==> src/rtl/gpic_pkg.sv <==
package gpic_pkg;
    localparam int SRC_PER_GRP = 4;
    localparam int LVL_W       = 3;
    localparam int REQ_LSB     = 0;
    localparam int EN_LSB      = 8;
    localparam int LVL_LSB     = 12;

    typedef logic [LVL_W-1:0]       lvl_t;
    typedef logic [SRC_PER_GRP-1:0] src_vec_t;

    typedef struct packed {
        lvl_t     lvl;
        src_vec_t en;
        src_vec_t req;
    } grp_cfg_t;
endpackage

==> src/rtl/gpic_group_reg.sv <==
module gpic_group_reg
    import gpic_pkg::*;
(
    input  logic        clk,
    input  logic        rst_n,
    input  logic        wr_en,
    input  logic [31:0] wdata,
    input  src_vec_t    src_set,
    output grp_cfg_t    cfg_o,
    output logic        pend_o
);
    grp_cfg_t cfg_q;
    src_vec_t clr_mask;

    always_comb begin
        clr_mask = wr_en ? wdata[REQ_LSB +: SRC_PER_GRP] : '0;
    end

    always_ff @(posedge clk) begin
        if (!rst_n) begin
            cfg_q <= '0;
        end else begin
            if (wr_en) begin
                cfg_q.lvl <= wdata[LVL_LSB +: LVL_W];
                cfg_q.en  <= wdata[EN_LSB +: SRC_PER_GRP];
            end
            cfg_q.req <= (cfg_q.req & ~clr_mask) | src_set;
        end
    end

    assign cfg_o  = cfg_q;
    assign pend_o = |(cfg_q.req & cfg_q.en);

    // a pulse leaves its flag set
    a_r4_set_latches: assert property (@(posedge clk) disable iff (!rst_n)
        (src_set != '0) |=> ((cfg_q.req & $past(src_set)) == $past(src_set)));

    // a clear without a competing pulse empties the flag
    a_r5_w1c_clears: assert property (@(posedge clk) disable iff (!rst_n)
        (clr_mask & ~src_set) != '0 |=> ((cfg_q.req & $past(clr_mask & ~src_set)) == '0));
endmodule

==> src/rtl/gpic_arbiter.sv <==
module gpic_arbiter
    import gpic_pkg::*;
#(
    parameter int NUM_GRP = 8,
    localparam int GW = (NUM_GRP > 1) ? $clog2(NUM_GRP) : 1
) (
    input  logic [NUM_GRP-1:0][LVL_W-1:0] lvls,
    input  logic [NUM_GRP-1:0]            elig,
    output logic                          found_o,
    output logic [GW-1:0]                 win_grp_o,
    output lvl_t                          win_lvl_o
);
    always_comb begin
        found_o   = 1'b0;
        win_grp_o = '0;
        win_lvl_o = '0;
        // ascending scan with strict compare keeps the lowest index on ties
        for (int g = 0; g < NUM_GRP; g++) begin
            if (elig[g] && (!found_o || (lvls[g] < win_lvl_o))) begin
                found_o   = 1'b1;
                win_grp_o = GW'(g);
                win_lvl_o = lvls[g];
            end
        end
    end
endmodule

==> src/rtl/gpic_top.sv <==
module gpic_top
    import gpic_pkg::*;
#(
    parameter int NUM_GRP = 8,
    localparam int GW = (NUM_GRP > 1) ? $clog2(NUM_GRP) : 1,
    localparam int AW = GW + 2,
    localparam int NSRC = NUM_GRP * SRC_PER_GRP
) (
    input  logic            clk,
    input  logic            rst_n,
    input  logic [NSRC-1:0] src_set,
    input  logic            bus_sel,
    input  logic            bus_wr,
    input  logic [AW-1:0]   bus_addr,
    input  logic [31:0]     bus_wdata,
    output logic [31:0]     bus_rdata,
    input  logic            cpu_gie,
    input  logic [2:0]      cpu_mask,
    output logic            irq_o,
    output logic [GW-1:0]   irq_grp_o,
    output logic [2:0]      irq_lvl_o
);
    logic [GW-1:0]                 rsel;
    logic                          rsel_ok;
    grp_cfg_t                      cfg   [NUM_GRP];
    logic [NUM_GRP-1:0]            pend;
    logic [NUM_GRP-1:0]            elig;
    logic [NUM_GRP-1:0][LVL_W-1:0] lvls;
    logic                          found;
    logic [GW-1:0]                 win_grp;
    lvl_t                          win_lvl;
    logic                          irq_q;
    logic [GW-1:0]                 grp_q;
    lvl_t                          lvl_q;

    assign rsel    = bus_addr[AW-1:2];
    assign rsel_ok = (int'(rsel) < NUM_GRP);

    for (genvar g = 0; g < NUM_GRP; g++) begin : g_grp
        gpic_group_reg u_reg (
            .clk     (clk),
            .rst_n   (rst_n),
            .wr_en   (bus_sel && bus_wr && rsel_ok && (int'(rsel) == g)),
            .wdata   (bus_wdata),
            .src_set (src_set[g*SRC_PER_GRP +: SRC_PER_GRP]),
            .cfg_o   (cfg[g]),
            .pend_o  (pend[g])
        );
        assign lvls[g] = cfg[g].lvl;
        assign elig[g] = pend[g] && (cfg[g].lvl < cpu_mask);
    end

    gpic_arbiter #(.NUM_GRP(NUM_GRP)) u_arb (
        .lvls      (lvls),
        .elig      (elig),
        .found_o   (found),
        .win_grp_o (win_grp),
        .win_lvl_o (win_lvl)
    );

    always_comb begin
        bus_rdata = '0;
        if (bus_sel && !bus_wr && rsel_ok) begin
            bus_rdata[REQ_LSB +: SRC_PER_GRP] = cfg[rsel].req;
            bus_rdata[EN_LSB  +: SRC_PER_GRP] = cfg[rsel].en;
            bus_rdata[LVL_LSB +: LVL_W]       = cfg[rsel].lvl;
        end
    end

    always_ff @(posedge clk) begin
        if (!rst_n) begin
            irq_q <= 1'b0;
            grp_q <= '0;
            lvl_q <= '0;
        end else begin
            irq_q <= cpu_gie && found;
            grp_q <= (cpu_gie && found) ? win_grp : '0;
            lvl_q <= (cpu_gie && found) ? win_lvl : '0;
        end
    end

    assign irq_o     = irq_q;
    assign irq_grp_o = grp_q;
    assign irq_lvl_o = lvl_q;

    a_r9_gie_gate: assert property (@(posedge clk) disable iff (!rst_n)
        !cpu_gie |=> !irq_q);

    a_r6_mask_strict: assert property (@(posedge clk) disable iff (!rst_n)
        irq_q |-> (lvl_q < $past(cpu_mask)));

    a_r3_pending_source: assert property (@(posedge clk) disable iff (!rst_n)
        irq_q |-> ((($past(pend) >> grp_q) & NUM_GRP'(1)) != '0));

    a_r10_idle_zero: assert property (@(posedge clk) disable iff (!rst_n)
        !irq_q |-> (grp_q == '0 && lvl_q == '0));
endmodule

==> config.mk <==
export PLATFORM = sky130hd
export DESIGN_NAME = gpic_top
export DESIGN_NICKNAME = d
export VERILOG_FILES = /design/src/rtl/gpic_pkg.sv /design/src/rtl/gpic_group_reg.sv /design/src/rtl/gpic_arbiter.sv /design/src/rtl/gpic_top.sv
export SDC_FILE = /design/constraint.sdc
export NUM_CORES = 1
export LEC_CHECK = 0
export ABC_AREA = 1
export BUFFER_PORTS_ARGS = -buffer_cell sky130_fd_sc_hd__clkbuf_2
export CAP_MARGIN = 15
export CORE_ASPECT_RATIO = 0.6
export CORE_MARGIN = 2
export CORE_UTILIZATION = 35
export CTS_CLUSTER_SIZE = 12
export DETAILED_ROUTE_END_ITERATION = 10
export PLACE_DENSITY = 0.52
export SLEW_MARGIN = 15
export SYNTH_ARGS = -nofsm -noshare
export SYNTH_HDL_FRONTEND = slang
export SYNTH_SLANG_ARGS = --single-unit
==> constraint.sdc <==
create_clock -name clk -period 15.1 [get_ports clk]
set_clock_uncertainty 0.1 [all_clocks]
set_input_delay 0.755 -clock clk [delete_from_list [all_inputs] [get_ports clk]]
set_output_delay 0.755 -clock clk [all_outputs]
set_load 0.02 [all_outputs]
### After elaboration in Yosys (flattened, before gate mapping)

Index checks and enable logic that the tools add are counted.

| cells by class | value |
|---|---|
| magnitude comparators | 16 |
| eq/ne operators | 7 |
| muxes and demuxes | 36 |
| bitwise operators | 33 |
| reductions and logical operators | 51 |

Operator list:

| kind | number |
|---|---|
| $and A4 B4 Y4 | 16 |
| $lt A3 B3 Y1 | 15 |
| $mux W3 | 12 |
| $mux W4 | 9 |
| $bmux W11 S3 | 1 |
| $not A4 Y4 | 8 |
| $or A4 B4 Y4 | 8 |
| $reduce_or A4 Y1 | 8 |
| $logic_and A1 B1 Y1 | 26 |
| $mux W11 | 2 |
| $eq A3 B3 Y1 const B | 4 |
| $mux W1 | 9 |
| $logic_not A1 Y1 | 8 |
| $logic_or A1 B1 Y1 | 7 |
| $mux W7 | 1 |
| $eq A3 B2 Y1 const B | 2 |
| $ge A4 B4 Y1 const B | 1 |
| $mux W2 | 2 |
| $not A3 Y4 | 1 |
| $eq A3 B1 Y1 const B | 1 |
| $logic_not A3 Y1 | 1 |
| $reduce_and A2 Y1 | 1 |

| storage, ports and cells | value |
|---|---|
| bits in registers | 95 |
| input bits | 77 |
| output and inout port bits | 39 |
| word-level logic and storage cells | 170 |

### Depth between registers and ports, before layout

| logic depth | value |
|---|---|
| depth after elaboration | 34 |
| depth in mapped cells | 73 |
| mapped depth without buffers | 73 |

### Cells and area by module

From an unflattened synthesis, not the netlist that was laid out.

| unflattened totals | value |
|---|---|
| cells, all modules | 927 |
| area total of the unflattened synthesis | 5,828.1 sq um |

Modules (own cells, without submodules):

| module | instances | cells each | area each (sq um) | sequential area each (sq um) |
|---|---|---|---|---|
| gpic_group_reg | 8 | 56 | 412.9 | 220.2 |
| gpic_top | 1 | 323 | 1,652.8 | 140.1 |
| gpic_arbiter | 1 | 156 | 872.1 | 0.0 |

### Worst setup path after synthesis

Ideal clock, no wire load.

| timing | value |
|---|---|
| path kind | input to register |
| start | in cpu_mask[2] |
| end | reg lvl_q[0] (netlist: irq_lvl_o[0]) |
| setup time | 0.115 ns |
| arrival time | 7.525 ns |
| required time | 14.885 ns |
| setup slack | 7.359 ns |
| stages | 54 |
| path buffers | 0 |
| cells stage by stage | inv_1 > ha_1 > a21oi_1 > nand2_2 > nor2_4 > nand2_1 > ha_1 > a21oi_1 > nand2_1 > nand2_2 > nand2_4 > o21ai_0 > ha_1 > nand2_1 > inv_1 > nand2_1 > nand2_1 > nand2_2 > [... 18 more ...] > nand2_4 > o21ai_0 > ha_1 > a21oi_1 > nand2_1 > nand2_2 > nand2_2 > inv_1 > nand2_1 > o21ai_0 > inv_1 > ha_1 > a21oi_1 > nand2_2 > nand2_4 > nand3_1 > nand2_1 > nor2_1 |

| between the ends | value |
|---|---|
| word-level cells in the longest chain between the ends | 33 |
| elaborated cells between the ends (all ways) | 62 |
| classes of those cells | order compare: 15; mux: 16; reduce/logical: 31 |

Ends and longest elaborated chain:

| element | line | source |
|---|---|---|
| start, declared | gpic_top.sv:18 | `input logic [2:0] cpu_mask,` |
| $lt A3 B3 Y1 | gpic_top.sv:50 | `assign elig[g] = pend[g] && (cfg[g].lvl < cpu_mask);` |
| $logic_and A1 B1 Y1 | gpic_top.sv:50 |  |
| $mux W3 / $mux W1 (equally long branches) | gpic_arbiter.sv:19 | `if (elig[g] && (!found_o \|\| (lvls[g] < win_lvl_o))) begin` |
| $lt A3 B3 Y1 / $logic_not A1 Y1 (equally long branches) | gpic_arbiter.sv:19 |  |
| $logic_or A1 B1 Y1 | gpic_arbiter.sv:19 |  |
| $logic_and A1 B1 Y1 | gpic_arbiter.sv:19 |  |
| $mux W3 / $mux W1 (equally long branches) | gpic_arbiter.sv:19 |  |
| $lt A3 B3 Y1 / $logic_not A1 Y1 (equally long branches) | gpic_arbiter.sv:19 |  |
| [... 17 more ...] | - |  |
| $logic_and A1 B1 Y1 | gpic_arbiter.sv:19 |  |
| $mux W3 / $mux W1 (equally long branches) | gpic_arbiter.sv:19 |  |
| $lt A3 B3 Y1 / $logic_not A1 Y1 (equally long branches) | gpic_arbiter.sv:19 |  |
| $logic_or A1 B1 Y1 | gpic_arbiter.sv:19 |  |
| $logic_and A1 B1 Y1 | gpic_arbiter.sv:19 |  |
| $mux W1 | gpic_arbiter.sv:19 |  |
| $logic_and A1 B1 Y1 | gpic_top.sv:78 | `lvl_q <= (cpu_gie && found) ? win_lvl : '0;` |
| $reduce_and A2 Y1 (no line) | - |  |
| end signal, assigned | gpic_top.sv:78 |  |
| end, declared | gpic_top.sv:34 | `lvl_t lvl_q;` |

Several ways; a longest one is shown, not always the timed one.
A chain may end at the register's enable or synchronous reset.

### Worst setup path after layout

| timing | value |
|---|---|
| start | in cpu_mask[2] |
| end | reg lvl_q[1] (netlist: irq_lvl_o[1]) |

The elaborated chain is that of the path after synthesis.

==> metrics.cfg <==
[clock_tree]
numClockSinks=95
clock_tree.htree_level_count=3
cts_tree=yes
clock_latency_ns=0.35
inserted_clock_buffers=9
cts.repair_timing.setup_buffer_count=0
clk_pin_slew_ns=0.07
quantity_of_gates_resized_following_cts=0
cts_hold_buffers=0
clk_root_buffer_cell=sky130_fd_sc_hd__clkbuf_16
cts_buffer_depth=2

[worst_setup_path]
critPathRequiredTime_ns=15.24
critPathMaxFanout=8
timing.critical_path.mode_cell=sky130_fd_sc_hd__nand2_1
worstReg2RegStart=g_grp[0].u_reg.cfg_o[10]$_SDFFE_PN0P_
worst_r2r_endpoint=irq_lvl_o[1]$_SDFF_PN0_
r2r_cells=55
worstSetupEndpointType=register
ff2ff_setup_slack_ns=6.73
crit_type=in -> reg
timing.critical_path.arrival_ns=8.92
worst_setup_path_start_kind=input port
timing.critical_path.slowest_cell_delay_ns=0.34
standard_cell_with_the_maximum_stage_delay_on_the_critical_path=sky130_fd_sc_hd__o21ai_0

[logic_synthesis]
largest_family_of_logic_cells_by_synthesized_area=compound AO/OA/AOI/OAI gates
synth-compound-area-share_pct=25.6
synthAdderAreaFrac_pct=6.88
syn-mean-instance-area_um2=7.10
synthCells=768
synth.lib_cells_used.distinct=33
synthXorXnorAreaFrac_pct=0
postSynthRegisterBits=95
synth_seq_area_share_pct=34.9
synth_simple_gate_area_share_pct=21.4
post_synth_mux_area_share_pct=0
synth_warnings=0
netlist_area_mm2=0.00545

[placed_design]
place_ws_ns=6.10
port_buffers=71
dpl_hpwl_mm=13.4
gp_congestion=0.884

[min_path]
whs_path_depth=2
hold_wc_path_type=reg -> reg
hold_path.startpoint=g_grp[1].u_reg.cfg_o[7]$_SDFFE_PN0P_
min_to=g_grp[1].u_reg.cfg_o[7]$_SDFFE_PN0P_

[global_route]
antenna_found_initial=0
grt_pass1_wl_mm=27.2
grt_start_max_net_pins=58
first_global_vias=5132
grt_use_total_pct=21.5
gr-total-overflow=0

[timing]
maxSlewHeadroom_pct=25.2
min_period_ns=8.78
maxSlewViolCount=0
timing_hold_violations_final=0
finalWorstSetupSlack_ns=6.32
timing.final.crit_share_pct=58.1
timing.fmax_ghz=0.114
worstMarginPinSlew_ns=1.09
post_route_setup_tns_ns=0
rsz0062_at_grt=no
number_of_setup_violations_in_the_final_report=0

[status]
outcome=finished, final reports clean

[power_and_ir_drop]
p_sw_uw=172
power.share.clock_pct=38.6
pnr_total_power_uw=595
share_comb_of_total_power_pct=16.2
maximum_vdd_drop_mv=0.0467
power.leakage_uw=0.00287
cellInternalPower_uw=423
power.switching_fraction_pct=28.9
sequential_share_of_power_pct=45.3
p_per_area_mw_per_mm2=96.3

[die]
area_of_the_die_mm2=0.0166
std_cell_rows=35
floorplan.core_area_mm2=0.0153
ios=116
die_w_um=165
die_height_um=101
initial_core_util_pct=35.7

[detailed_routing]
finalWirelength_mm=17.2
route.detailed.wl_per_inst_um=16.7
drc_errors=0
detailed_router_iteration_count_before_antenna_repair=5
vias=5320
first_iter_violations=478
ant_nets=0
vias_per_cell=5.18

[layout]
multi_input_gate_area_mm2=0.00302
final_net_count=929
filler_cell_count=1594
layout-area-overhead-vs-synth_pct=13.3
antenna_cells_inserted=0
layout_cell_share_with_drive_strength_beyond_1_pct=14.8
register_area_mm2=0.00190

[job]
maxCapViolCount=0

## metrics by stage
| stage | instances | util, % | cell area (µm²) | hold slack (ns) |
|---|---|---|---|---|
| after floorplan | 788 | - | 5530 | 0.339 |
| after global placement | 1014 | 38.5 | 5890 | 0.362 |
| after detailed placement | 1014 | 38.5 | 5890 | 0.363 |
| after CTS | 1028 | 40.4 | 6180 | 0.377 |
| after global routing | 1028 | 40.4 | 6180 | 0.402 |
| final | 1028 | 40.4 | 6180 | 0.380 |
## state kept, by name (all words and copies together), names as in the netlist
name and flops:
irq_lvl_o 3, g_grp.u_reg.cfg_o 88, irq_grp_o 3, irq_o 1
## layout by cell type (no fill, tap or decap), types with 9 or more instances in the layout
master and count:
sky130_fd_sc_hd__a21oi_1 69, sky130_fd_sc_hd__a211oi_1 9, sky130_fd_sc_hd__inv_1 87, sky130_fd_sc_hd__dfxtp_1 95
sky130_fd_sc_hd__ha_1 30, sky130_fd_sc_hd__clkbuf_16 9, sky130_fd_sc_hd__nor2_1 108, sky130_fd_sc_hd__nand3_1 19
sky130_fd_sc_hd__o21ai_0 105, sky130_fd_sc_hd__clkbuf_2 71, sky130_fd_sc_hd__nand2_1 102, sky130_fd_sc_hd__a22oi_1 16
sky130_fd_sc_hd__nand2_2 15, sky130_fd_sc_hd__conb_1 21
## synthesized netlist by cell type, drive strengths merged
cell type	n	area share [%]
nand2	125	10
nor2	110	7.8
o21ai	105	9.6
dfxtp	95	35
inv	87	6.0
a21oi	69	6.3
clkbuf	31	2.2
ha	30	6.9
nand3	23	2.5
buf	21	2.9
a22oi	16	2.2
a211oi	9	1.2
a221oi	8	1.3
a311oi	8	1.3
a22o	7	1.1
a2111oi	6	1.3
o22ai	4	0.46
or2	3	0.34
clkinv	2	0.14
nor3	2	0.18
o211ai	2	0.28
a31o	1	0.16
a31oi	1	0.11
and2	1	0.11
conb	1	0.069
o2111ai	1	0.16
## cell families (layout without fill, tap and decap cells)
logic type	count (synthesis)	count (layout)
AND/OR/NAND/NOR	264	264
AO/OA/AOI/OAI	237	237
buffers and inverters	141	178
flip-flops	95	95
adder cells (fa/ha/maj)	30	30
other	1	21
## layer usage
layer	wire length [µm]	vias to the layer above	share of wire [%]	global-route usage, %
li1	-	2644	-	-
met1	8950	2459	52	32.6
met2	6640	195	39	29.7
met3	1340	22	7.8	5.35
met4	285	0	1.7	5.62
met5	0	-	0	0
## critical path, delay by kind of cell
kind,cells,cell delay (ns)
AND/OR/NAND/NOR,31,2.40
adder cells (fa/ha/maj),8,2.46
AO/OA/AOI/OAI,12,2.61
buffers and inverters,6,0.71
## area by class of cell
class,instances,share of cell area [%]
multi-input combinational,552,48.8
clock inverter,3,0.729
clock buffer,11,3.93
tap,203,4.11
sequential,95,30.8
inverter,89,5.41
timing repair buffer,75,6.24
## power groups by stage
stage                     registers, µW  clock network [µW]  logic (µW)
after floorplan                     272                   0        70.4
after global placement              274                   0        91.7
after detailed placement            275                   0        95.0
after CTS                           269                 233        95.5
after global routing                270                 244         108
final                               269                 229        96.1
## worst max-delay path by stage
| stage | slack, ns | cells after the start | startpoint | endpoint |
|---|---|---|---|---|
| after floorplan | 7.36 | 54 | cpu_mask[2] | irq_lvl_o[0]$_SDFF_PN0_ |
| after global placement | 6.38 | 59 | cpu_mask[2] | irq_lvl_o[1]$_SDFF_PN0_ |
| after detailed placement | 6.10 | 59 | cpu_mask[2] | irq_lvl_o[1]$_SDFF_PN0_ |
| after CTS | 6.41 | 61 | cpu_mask[2] | irq_lvl_o[1]$_SDFF_PN0_ |
| after global routing | 5.50 | 63 | cpu_mask[2] | irq_lvl_o[0]$_SDFF_PN0_ |
| final | 6.32 | 57 | cpu_mask[2] | irq_lvl_o[1]$_SDFF_PN0_ |
Power figures use the tool's default switching activity.
